--- src/rtl/dcw_pkg.sv ---
package dcw_pkg;

    typedef enum logic [2:0] {
        ST_IDLE,
        ST_SHIFT_LO,
        ST_SHIFT_HI,
        ST_LD_GAP,
        ST_LD_HIGH,
        ST_LD_RECOVER,
        ST_FINISH
    } wr_state_t;

    // Whole system cycles covering a time in ns, never fewer than one.
    function automatic int unsigned ns_to_cycles(input int unsigned ns,
                                                 input int unsigned period_ns);
        int unsigned c;
        c = (ns + period_ns - 1) / period_ns;
        if (c == 0) c = 1;
        return c;
    endfunction

    function automatic int unsigned max2(input int unsigned a, input int unsigned b);
        return (a > b) ? a : b;
    endfunction

endpackage

--- src/rtl/dcw_frame_pack.sv ---
module dcw_frame_pack #(
    parameter int unsigned N_DEV  = 3,
    parameter int unsigned ADDR_W = 4,
    parameter int unsigned DATA_W = 8
) (
    input  logic [N_DEV-1:0]                  dev_valid,
    input  logic [N_DEV*ADDR_W-1:0]           dev_addr,
    input  logic [N_DEV*DATA_W-1:0]           dev_data,
    output logic [N_DEV*(ADDR_W+DATA_W)-1:0]  frame
);
    localparam int unsigned WORD_W = ADDR_W + DATA_W;

    // Device k occupies slice k; the top slice leaves the shifter first
    // and therefore travels to the far end of the chain.
    for (genvar gi = 0; gi < N_DEV; gi++) begin : g_word
        assign frame[gi*WORD_W +: WORD_W] = dev_valid[gi]
            ? {dev_addr[gi*ADDR_W +: ADDR_W], dev_data[gi*DATA_W +: DATA_W]}
            : {WORD_W{1'b0}};
    end

endmodule

--- src/rtl/dcw_shift_reg.sv ---
module dcw_shift_reg #(
    parameter int unsigned W = 36
) (
    input  logic         clk,
    input  logic         rst_n,
    input  logic         load,
    input  logic [W-1:0] load_val,
    input  logic         shift,
    output logic         msb
);
    logic [W-1:0] q;

    always_ff @(posedge clk or negedge rst_n) begin
        if (!rst_n) begin
            q <= '0;
        end else if (load) begin
            q <= load_val;
        end else if (shift) begin
            q <= {q[W-2:0], 1'b0};
        end
    end

    assign msb = q[W-1];

endmodule

--- src/rtl/dcw_phase_timer.sv ---
module dcw_phase_timer #(
    parameter int unsigned CW = 4
) (
    input  logic          clk,
    input  logic          rst_n,
    input  logic          load,
    input  logic [CW-1:0] load_val,
    output logic          expired
);
    logic [CW-1:0] cnt;

    always_ff @(posedge clk or negedge rst_n) begin
        if (!rst_n) begin
            cnt <= '0;
        end else if (load) begin
            cnt <= load_val;
        end else if (cnt != '0) begin
            cnt <= cnt - 1'b1;
        end
    end

    assign expired = (cnt == '0);

endmodule

--- src/rtl/dcw_chain_writer.sv ---
module dcw_chain_writer #(
    parameter int unsigned N_DEV          = 3,
    parameter int unsigned ADDR_W         = 4,
    parameter int unsigned DATA_W         = 8,
    parameter int unsigned SYS_CLK_NS     = 8,
    parameter int unsigned T_SETUP_NS     = 40,
    parameter int unsigned T_HOLD_NS      = 20,
    parameter int unsigned T_CLK_HI_NS    = 60,
    parameter int unsigned T_CLK_LO_NS    = 60,
    parameter int unsigned T_LD_NS        = 70,
    parameter int unsigned T_CLK_TO_LD_NS = 30,
    parameter int unsigned T_LD_TO_CLK_NS = 60
) (
    input  logic                      clk,
    input  logic                      rst_n,
    input  logic                      start,
    input  logic [N_DEV-1:0]          dev_valid,
    input  logic [N_DEV*ADDR_W-1:0]   dev_addr,
    input  logic [N_DEV*DATA_W-1:0]   dev_data,
    output logic                      ser_clk,
    output logic                      ser_dat,
    output logic                      ser_ld,
    output logic                      busy,
    output logic                      done
);
    import dcw_pkg::*;

    localparam int unsigned WORD_W  = ADDR_W + DATA_W;
    localparam int unsigned FRAME_W = N_DEV * WORD_W;
    localparam int unsigned BIT_W   = $clog2(FRAME_W + 1);

    localparam int unsigned LO_CYC  = max2(ns_to_cycles(T_SETUP_NS, SYS_CLK_NS),
                                           ns_to_cycles(T_CLK_LO_NS, SYS_CLK_NS));
    localparam int unsigned HI_CYC  = max2(ns_to_cycles(T_CLK_HI_NS, SYS_CLK_NS),
                                           ns_to_cycles(T_HOLD_NS, SYS_CLK_NS));
    localparam int unsigned GAP_CYC = ns_to_cycles(T_CLK_TO_LD_NS, SYS_CLK_NS);
    localparam int unsigned LD_CYC  = ns_to_cycles(T_LD_NS, SYS_CLK_NS);
    localparam int unsigned REC_CYC = ns_to_cycles(T_LD_TO_CLK_NS, SYS_CLK_NS);
    localparam int unsigned MAX_CYC = max2(max2(LO_CYC, HI_CYC),
                                           max2(max2(GAP_CYC, LD_CYC), REC_CYC));
    localparam int unsigned TMR_W   = $clog2(MAX_CYC + 1);

    localparam logic [TMR_W-1:0] LO_LD  = TMR_W'(LO_CYC - 1);
    localparam logic [TMR_W-1:0] HI_LD  = TMR_W'(HI_CYC - 1);
    localparam logic [TMR_W-1:0] GAP_LD = TMR_W'(GAP_CYC - 1);
    localparam logic [TMR_W-1:0] LD_LD  = TMR_W'(LD_CYC - 1);
    localparam logic [TMR_W-1:0] REC_LD = TMR_W'(REC_CYC - 1);
    localparam logic [BIT_W-1:0] FRAME_CNT = BIT_W'(FRAME_W);

    wr_state_t          state_q, state_d;
    logic [BIT_W-1:0]   bits_left_q, bits_left_d;
    logic               tmr_load;
    logic [TMR_W-1:0]   tmr_val;
    logic               tmr_expired;
    logic               frame_load;
    logic               shift_en;
    logic [FRAME_W-1:0] frame_packed;

    dcw_frame_pack #(
        .N_DEV (N_DEV),
        .ADDR_W(ADDR_W),
        .DATA_W(DATA_W)
    ) u_pack (
        .dev_valid(dev_valid),
        .dev_addr (dev_addr),
        .dev_data (dev_data),
        .frame    (frame_packed)
    );

    dcw_shift_reg #(
        .W(FRAME_W)
    ) u_shift (
        .clk     (clk),
        .rst_n   (rst_n),
        .load    (frame_load),
        .load_val(frame_packed),
        .shift   (shift_en),
        .msb     (ser_dat)
    );

    dcw_phase_timer #(
        .CW(TMR_W)
    ) u_timer (
        .clk     (clk),
        .rst_n   (rst_n),
        .load    (tmr_load),
        .load_val(tmr_val),
        .expired (tmr_expired)
    );

    // Next-state and datapath control
    always_comb begin
        state_d     = state_q;
        bits_left_d = bits_left_q;
        tmr_load    = 1'b0;
        tmr_val     = '0;
        frame_load  = 1'b0;
        shift_en    = 1'b0;
        unique case (state_q)
            ST_IDLE: begin
                if (start) begin
                    state_d     = ST_SHIFT_LO;
                    frame_load  = 1'b1;
                    bits_left_d = FRAME_CNT;
                    tmr_load    = 1'b1;
                    tmr_val     = LO_LD;
                end
            end
            ST_SHIFT_LO: begin
                if (tmr_expired) begin
                    state_d  = ST_SHIFT_HI;
                    tmr_load = 1'b1;
                    tmr_val  = HI_LD;
                end
            end
            ST_SHIFT_HI: begin
                if (tmr_expired) begin
                    shift_en    = 1'b1;
                    bits_left_d = bits_left_q - 1'b1;
                    tmr_load    = 1'b1;
                    if (bits_left_q == BIT_W'(1)) begin
                        state_d = ST_LD_GAP;
                        tmr_val = GAP_LD;
                    end else begin
                        state_d = ST_SHIFT_LO;
                        tmr_val = LO_LD;
                    end
                end
            end
            ST_LD_GAP: begin
                if (tmr_expired) begin
                    state_d  = ST_LD_HIGH;
                    tmr_load = 1'b1;
                    tmr_val  = LD_LD;
                end
            end
            ST_LD_HIGH: begin
                if (tmr_expired) begin
                    state_d  = ST_LD_RECOVER;
                    tmr_load = 1'b1;
                    tmr_val  = REC_LD;
                end
            end
            ST_LD_RECOVER: begin
                if (tmr_expired) begin
                    state_d = ST_FINISH;
                end
            end
            ST_FINISH: begin
                state_d = ST_IDLE;
            end
            default: begin
                state_d = ST_IDLE;
            end
        endcase
    end

    // State register
    always_ff @(posedge clk or negedge rst_n) begin
        if (!rst_n) begin
            state_q     <= ST_IDLE;
            bits_left_q <= '0;
        end else begin
            state_q     <= state_d;
            bits_left_q <= bits_left_d;
        end
    end

    // Registered pin outputs, decoded from the next state
    always_ff @(posedge clk or negedge rst_n) begin
        if (!rst_n) begin
            ser_clk <= 1'b0;
            ser_ld  <= 1'b0;
            busy    <= 1'b0;
            done    <= 1'b0;
        end else begin
            ser_clk <= (state_d == ST_SHIFT_HI);
            ser_ld  <= (state_d == ST_LD_HIGH);
            busy    <= (state_d != ST_IDLE);
            done    <= (state_d == ST_FINISH);
        end
    end

endmodule

--- config.mk ---
export PLATFORM = sky130hd
export DESIGN_NAME = dcw_chain_writer
export DESIGN_NICKNAME = d
export VERILOG_FILES = /design/src/rtl/dcw_pkg.sv /design/src/rtl/dcw_frame_pack.sv /design/src/rtl/dcw_shift_reg.sv /design/src/rtl/dcw_phase_timer.sv /design/src/rtl/dcw_chain_writer.sv
export SDC_FILE = /design/constraint.sdc
export NUM_CORES = 1
export LEC_CHECK = 0
export ABC_AREA = 1
export BUFFER_PORTS_ARGS = -buffer_cell sky130_fd_sc_hd__buf_2
export CAP_MARGIN = 0
export CORE_MARGIN = 4
export CORE_UTILIZATION = 51
export CTS_CLUSTER_SIZE = 25
export DETAILED_ROUTE_END_ITERATION = 8
export PLACE_DENSITY = 0.75
export SYNTH_ARGS = -nofsm -noshare
export SYNTH_HDL_FRONTEND = slang
export SYNTH_HIERARCHICAL = 1
export SYNTH_SLANG_ARGS = --single-unit
--- constraint.sdc ---
create_clock -name clk -period 1.7 [get_ports clk]
set_input_delay 0.17 -clock clk [delete_from_list [all_inputs] [get_ports clk]]
set_output_delay 0.17 -clock clk [all_outputs]
set_load 0.01 [all_outputs]
After elaboration in Yosys (flattened, before gate mapping)
Index checks and enable logic that the tools add are counted.
{"block": "op_classes", "add_sub_neg": 2, "n_mul": 0, "n_div": 0, "n_lt_le_gt_ge": 0, "eq_ne": 11, "n_shift": 0, "n_mux": 29, "bitwise_logic": 0, "reduce_logical": 10}
{"cell": "2-to-1 mux 36 bit", "count": 2}
{"cell": "2-to-1 mux 12 bit", "count": 3}
{"cell": "2-to-1 mux 3 bit", "count": 10}
{"cell": "case mux 3 bit (6 select lines)", "count": 1}
{"cell": "case mux 4 bit (4 select lines)", "count": 1}
{"cell": "== test 3 bit (second input constant)", "count": 4}
{"cell": "2-to-1 mux 4 bit", "count": 3}
{"cell": "2-to-1 mux 6 bit", "count": 2}
{"cell": "case mux 6 bit (2 select lines)", "count": 1}
{"cell": "== test 3 x 2 -> 1 bit (second input constant)", "count": 3}
{"cell": "== test 6 x 1 -> 1 bit (second input constant)", "count": 1}
{"cell": "nonzero test 2 bit", "count": 3}
{"cell": "subtractor 6 x 1 -> 6 bit (second input constant)", "count": 1}
{"cell": "zero test 4 bit", "count": 1}
{"cell": "2-to-1 mux 1 bit", "count": 4}
{"cell": "!= test 2 bit (second input constant)", "count": 2}
{"cell": "nonzero test 4 bit", "count": 1}
{"cell": "OR reduction 4 bit", "count": 1}
{"cell": "subtractor 4 x 1 -> 4 bit (second input constant)", "count": 1}
{"cell": "== test 3 x 1 -> 1 bit (second input constant)", "count": 1}
{"cell": "zero test 3 bit", "count": 1}
{"cell": "AND reduction 3 bit", "count": 1}
{"cell": "nonzero test 3 bit", "count": 1}
{"cell": "2-to-1 mux 2 bit", "count": 1}
{"cell": "2 further kinds", "count": 2}
{"block": "totals", "regBits": 53, "latchBits": 0, "ram_bits": 0, "rom_bits": 0, "inputBits": 42, "out_inout_bits": 5, "mem_count": 0}

Longest topological paths before layout
{"block": "depth", "depth_word": 5, "depth_mapped": 12}

Modules after synthesis
Netlist, hierarchy kept.
{"mod": "dcw_shift_reg", "instances": 1, "cells_per_inst": 195, "area_each_um2": 1652.8}
{"mod": "dcw_chain_writer", "instances": 1, "cells_per_inst": 92, "area_each_um2": 750.7}
{"mod": "dcw_frame_pack", "instances": 1, "cells_per_inst": 75, "area_each_um2": 304.0}
{"mod": "dcw_phase_timer", "instances": 1, "cells_per_inst": 34, "area_each_um2": 242.7}

Worst setup path after synthesis
Ideal clock, no wire load.
{"block": "synth_timing", "kind": "register -> register", "startpoint": "register u_timer.cnt[0]", "endpoint": "register u_shift.q[4]", "setup_time_ns": 0.124, "t_arrival_ns": 1.576, "required_time_ns": 1.576, "setup_slack_ns": 0.000, "stages_incl_launch_ff": 12, "path_buffers": 2, "period_less_slack_ns": 1.700, "cell_sequence": "dfrtp_1 inv_1 ha_1 nand2_1 inv_1 nand2_2 inv_1 buf_2 nor2_4 buf_6 nand2_1 nand3_1"}
{"block": "synth_via", "elab_chain_len": 4}
{"element": "start: declaration", "line_no": "dcw_phase_timer.sv:10", "rtl": "logic [CW-1:0] cnt;"}
{"element": "start signal: assignment", "line_no": "dcw_phase_timer.sv:16", "rtl": "cnt <= load_val;"}
{"element": "start signal: assignment", "line_no": "dcw_phase_timer.sv:18", "rtl": "cnt <= cnt - 1'b1;"}
{"element": "zero test 4 bit", "line_no": "dcw_phase_timer.sv:22", "rtl": "assign expired = (cnt == '0);"}
{"element": "via tmr_expired", "line_no": "dcw_chain_writer.sv:54", "rtl": "logic tmr_expired;"}
{"element": "2-to-1 mux 1 bit", "line_no": "dcw_chain_writer.sv:117", "rtl": "if (tmr_expired) begin"}
{"element": "2-to-1 mux 1 bit", "line_no": "dcw_chain_writer.sv:99", "rtl": "unique case (state_q)"}
{"element": "via shift_en", "line_no": "dcw_chain_writer.sv:56", "rtl": "logic shift_en;"}
{"element": "nonzero test 2 bit (no line)"}
{"element": "end signal: assignment", "line_no": "dcw_shift_reg.sv:17", "rtl": "q <= load_val;"}
{"element": "end signal: assignment", "line_no": "dcw_shift_reg.sv:19", "rtl": "q <= {q[W-2:0], 1'b0};"}
{"element": "end: declaration", "line_no": "dcw_shift_reg.sv:11", "rtl": "logic [W-1:0] q;"}
The timed path passes the listed nets, and every way through them passes these cells.
A chain may end at the register's enable or synchronous reset.

Final worst setup path
{"block": "layout_timing", "startpoint": "register state_q[2]", "endpoint": "register u_shift.q[26]"}
{"block": "layout_via", "elab_chain_len": 3}
{"element": "start: declaration", "line_no": "dcw_chain_writer.sv:50", "rtl": "wr_state_t state_q, state_d;"}
{"element": "start signal: assignment", "line_no": "dcw_chain_writer.sv:164", "rtl": "state_q <= state_d;"}
{"element": "== test 3 x 2 -> 1 bit", "line_no": "dcw_chain_writer.sv:99"}
{"element": "2-to-1 mux 1 bit", "line_no": "dcw_chain_writer.sv:99"}
{"element": "via shift_en", "line_no": "dcw_chain_writer.sv:56"}
{"element": "nonzero test 2 bit (no line)"}
The timed path passes the listed nets, and every way through them passes these cells.

==> impl_metrics.csv <==
group,metric,value,unit
floorplanning,die_w,84.1,um
timing,slew_headroom,70.2,%
floorplanning,pin_count,47,
placement,preCtsSetupSlack,-0.0643,ns
cells_and_area,fin_cells,521,
clocking,clock_tree.htree_level_count,2,
global_routing,grt_pass1_wl,11000,um
critical_path,cp_max_fo,35,
run_status,outcome,"completed",
timing,fin_hold_ws,0.139,ns
routing,drt_iter0_markers,183,
yosys,syn_area,0.00295,mm^2
timing,fin_tns_setup,0,ns
timing,fin_ws,0.106,ns
placement,dp_hpwl,4200,um
clocking,clockBufferDepth,2,
floorplanning,die_h,84.1,um
yosys,ys_types,29,
yosys,yosys-top-cells-area,"dfrtp_1, nand2_1, nand3_1",
pwr,power_density,615,mW/mm^2
yosys,synth_flop_cell,"dfrtp_1",
yosys,syn_inst,396,
clocking,cts_tree,"yes",
yosys,yosys.area.top_type,"dfrtp_1",
floorplanning,dieArea,0.00707,mm^2
timing,hold_viol,0,
yosys,synth_top_area_share,45.0,%
routing,vias,2603,
timing,slew_viol_final,0,
clocking,clock-sinks,53,
critical_path,cp.required,1.95,ns
cells_and_area,final_layout_size_suffix_gt1_share,22.0,%
yosys,ys_seq_area_share,45.0,%
timing,fin_crit_sh,93.8,%
global_routing,track_usage,18.8,%
yosys,yosysWarnings,6,
placement,dp.cells,508,
critical_path,worstSetupStartpointType,"flop",
critical_path,end_kind,"flop",
timing,worst_slew_pin_slew,0.446,ns
timing,min_period,1.59,ns
yosys,ys_ff_latch,53,
global_routing,antenna_found_initial,0,
routing,wirelength,6150,um
timing,max_freq,627,MHz
placement,port_buffers,46,
global_routing,overflow,0,
clocking,cts-root-buf,"clkbuf_8",
routing,wl_per_cell,11.8,um
clocking,numCtsBuffers,5,
cells_and_area,syn2layout_area_growth,15.2,%
global_routing,grt_max_degree,54,
cells_and_area,fillers,506,
floorplanning,rows,27,
global_routing,grt_pass1_vias,2452,
yosys,synth_nets,441,
hold_path,worstHoldPathType,"input port to flop",
clocking,clkLatencyLatePin,0.31,ns
pwr,peakVddDrop,0.358,mV
pwr,leakagePower,0.00195,uW
timing,finalClockSkew,0.00766,ns
critical_path,critical_path_class,"flop to flop",
timing,finalSetupViolCount,0,
critical_path,critPathArrivalTime,1.85,ns
routing,drc_errors,0,
yosys,synth_area_per_cell,7.45,um^2
cells_and_area,insertedDiodeCount,0,
routing,first_pass_iters,4,
cells_and_area,nets,493,
placement,gp_congestion,0.857,
flow_run,drv_cap,0,
cells_and_area,finalInstanceArea,0.00340,mm^2
floorplanning,core,0.00557,mm^2
floorplanning,start_util,52.9,%
placement,placed_area,0.00323,mm^2
yosys,synth_edf_count,0,
routing,viasPerCell,5.00,
routing,antenna_left,0,
yosys,async_flop_share,100,%
clocking,clk_pin_slew,0.10,ns
Yosys cell counts (all sizes together) (2+ instances only):
master,count
nand3,85
o21ai,9
ha,3
a21o,2
nand2,147
nand4,2
buf,17
dfrtp,53
nor2,14
inv,56
o211ai,2
state kept, by name (all words and copies together), names as in the netlist:
| signal | cells |
|---|---|
| u_shift/q | 36 |
| bits_left_q | 6 |
| u_timer/cnt | 4 |
| state_q | 3 |
| busy | 1 |
| done | 1 |
| ser_clk | 1 |
| ser_ld | 1 |
per-layer routing:
metal | part of all wire (%) | routed length (um) | track usage (%)
met3 | 4.7 | 287 | 3.65
met2 | 47 | 2920 | 30.5
met5 | 0 | 0 | 0
met1 | 46 | 2830 | 24.3
met4 | 2.0 | 121 | 8.19
kinds of logic after synthesis:
logic type,count (synthesis),synth area share (%)
simple gates,251,38.3
buf+inv,73,12.2
flops,53,45.0
compound gates,15,3.05
fa+ha+maj,3,1.27
xor+xnor,1,0.297
worst max-delay path, cell delays in order, from the launching register on:
cell and delay, ns:
dfrtp_2 0.45, inv_2 0.10, nand2_4 0.07, nor2_4 0.14, nand2_2 0.08, inv_2 0.12
buf_4 0.15, buf_12 0.18, nand3_1 0.11, nand3_1 0.12
placed cells by master (no fill, tap or decap), types with 3 or more instances in the layout:
| cell type | netlist | routed |
|---|---|---|
| buf_2 | 7 | 46 |
| buf_4 | 1 | 10 |
| clkbuf_8 | 0 | 5 |
| dfrtp_1 | 53 | 52 |
| inv_1 | 49 | 44 |
| inv_2 | 5 | 10 |
| nand2_1 | 143 | 140 |
| nand2_2 | 2 | 5 |
| nand3_1 | 82 | 82 |
| nor2_1 | 10 | 9 |
| nor2_2 | 2 | 3 |
| nor2_4 | 2 | 3 |
| o21ai_0 | 7 | 5 |
| o21ai_1 | 1 | 3 |
metrics by stage:
stage               power, uW  util, %
floorplan                1330        -
global placement         1410     58.0
detailed placement       1410     58.0
CTS                      2120     60.0
global route             2200     61.0
finish                   2090     61.0
worst paths after layout:
path / from / endpoint / slack [ns] / depth (start not counted)
worst min register to register: u_shift/q[0] / u_shift/q[0] / 0.48 / 2
worst min-delay path: dev_data[0] / u_shift/q[0] / 0.14 / 5
min in group asynchronous: rst_n / ser_clk / 0.37 / 3
worst max register to register: state_q[2] / u_shift/q[26] / 0.11 / 9
worst max-delay path: state_q[2] / u_shift/q[26] / 0.11 / 9
max in group asynchronous: rst_n / bits_left_q[5] / 1.08 / 3
power by group:
group          switching [uW]  internal, uW  total (uW)
Clock                     417           291         708
Sequential                  0          1260        1260
Combinational            70.0          53.3         123
layout make-up:
type | instances | area (um^2) | area share [%]
clock buffer | 6 | 72.6 | 2.14
clock inverter | 2 | 15.0 | 0.442
inverter | 56 | 218 | 6.41
multi-input combinational | 271 | 1300 | 38.2
sequential | 53 | 1330 | 39.1
tap | 72 | 90.1 | 2.65
timing repair buffer | 61 | 378 | 11.1
repair_timing:
item                                    CTS  global route
endpoints found under the setup margin   36            40
pin swaps                                 0             4
setup buffers                             0             3
hold buffers                              1             0
gates cloned                              1             0
gates resized for setup                   2            15
hold endpoints to repair                 53             0
Power figures use the tool's default switching activity.
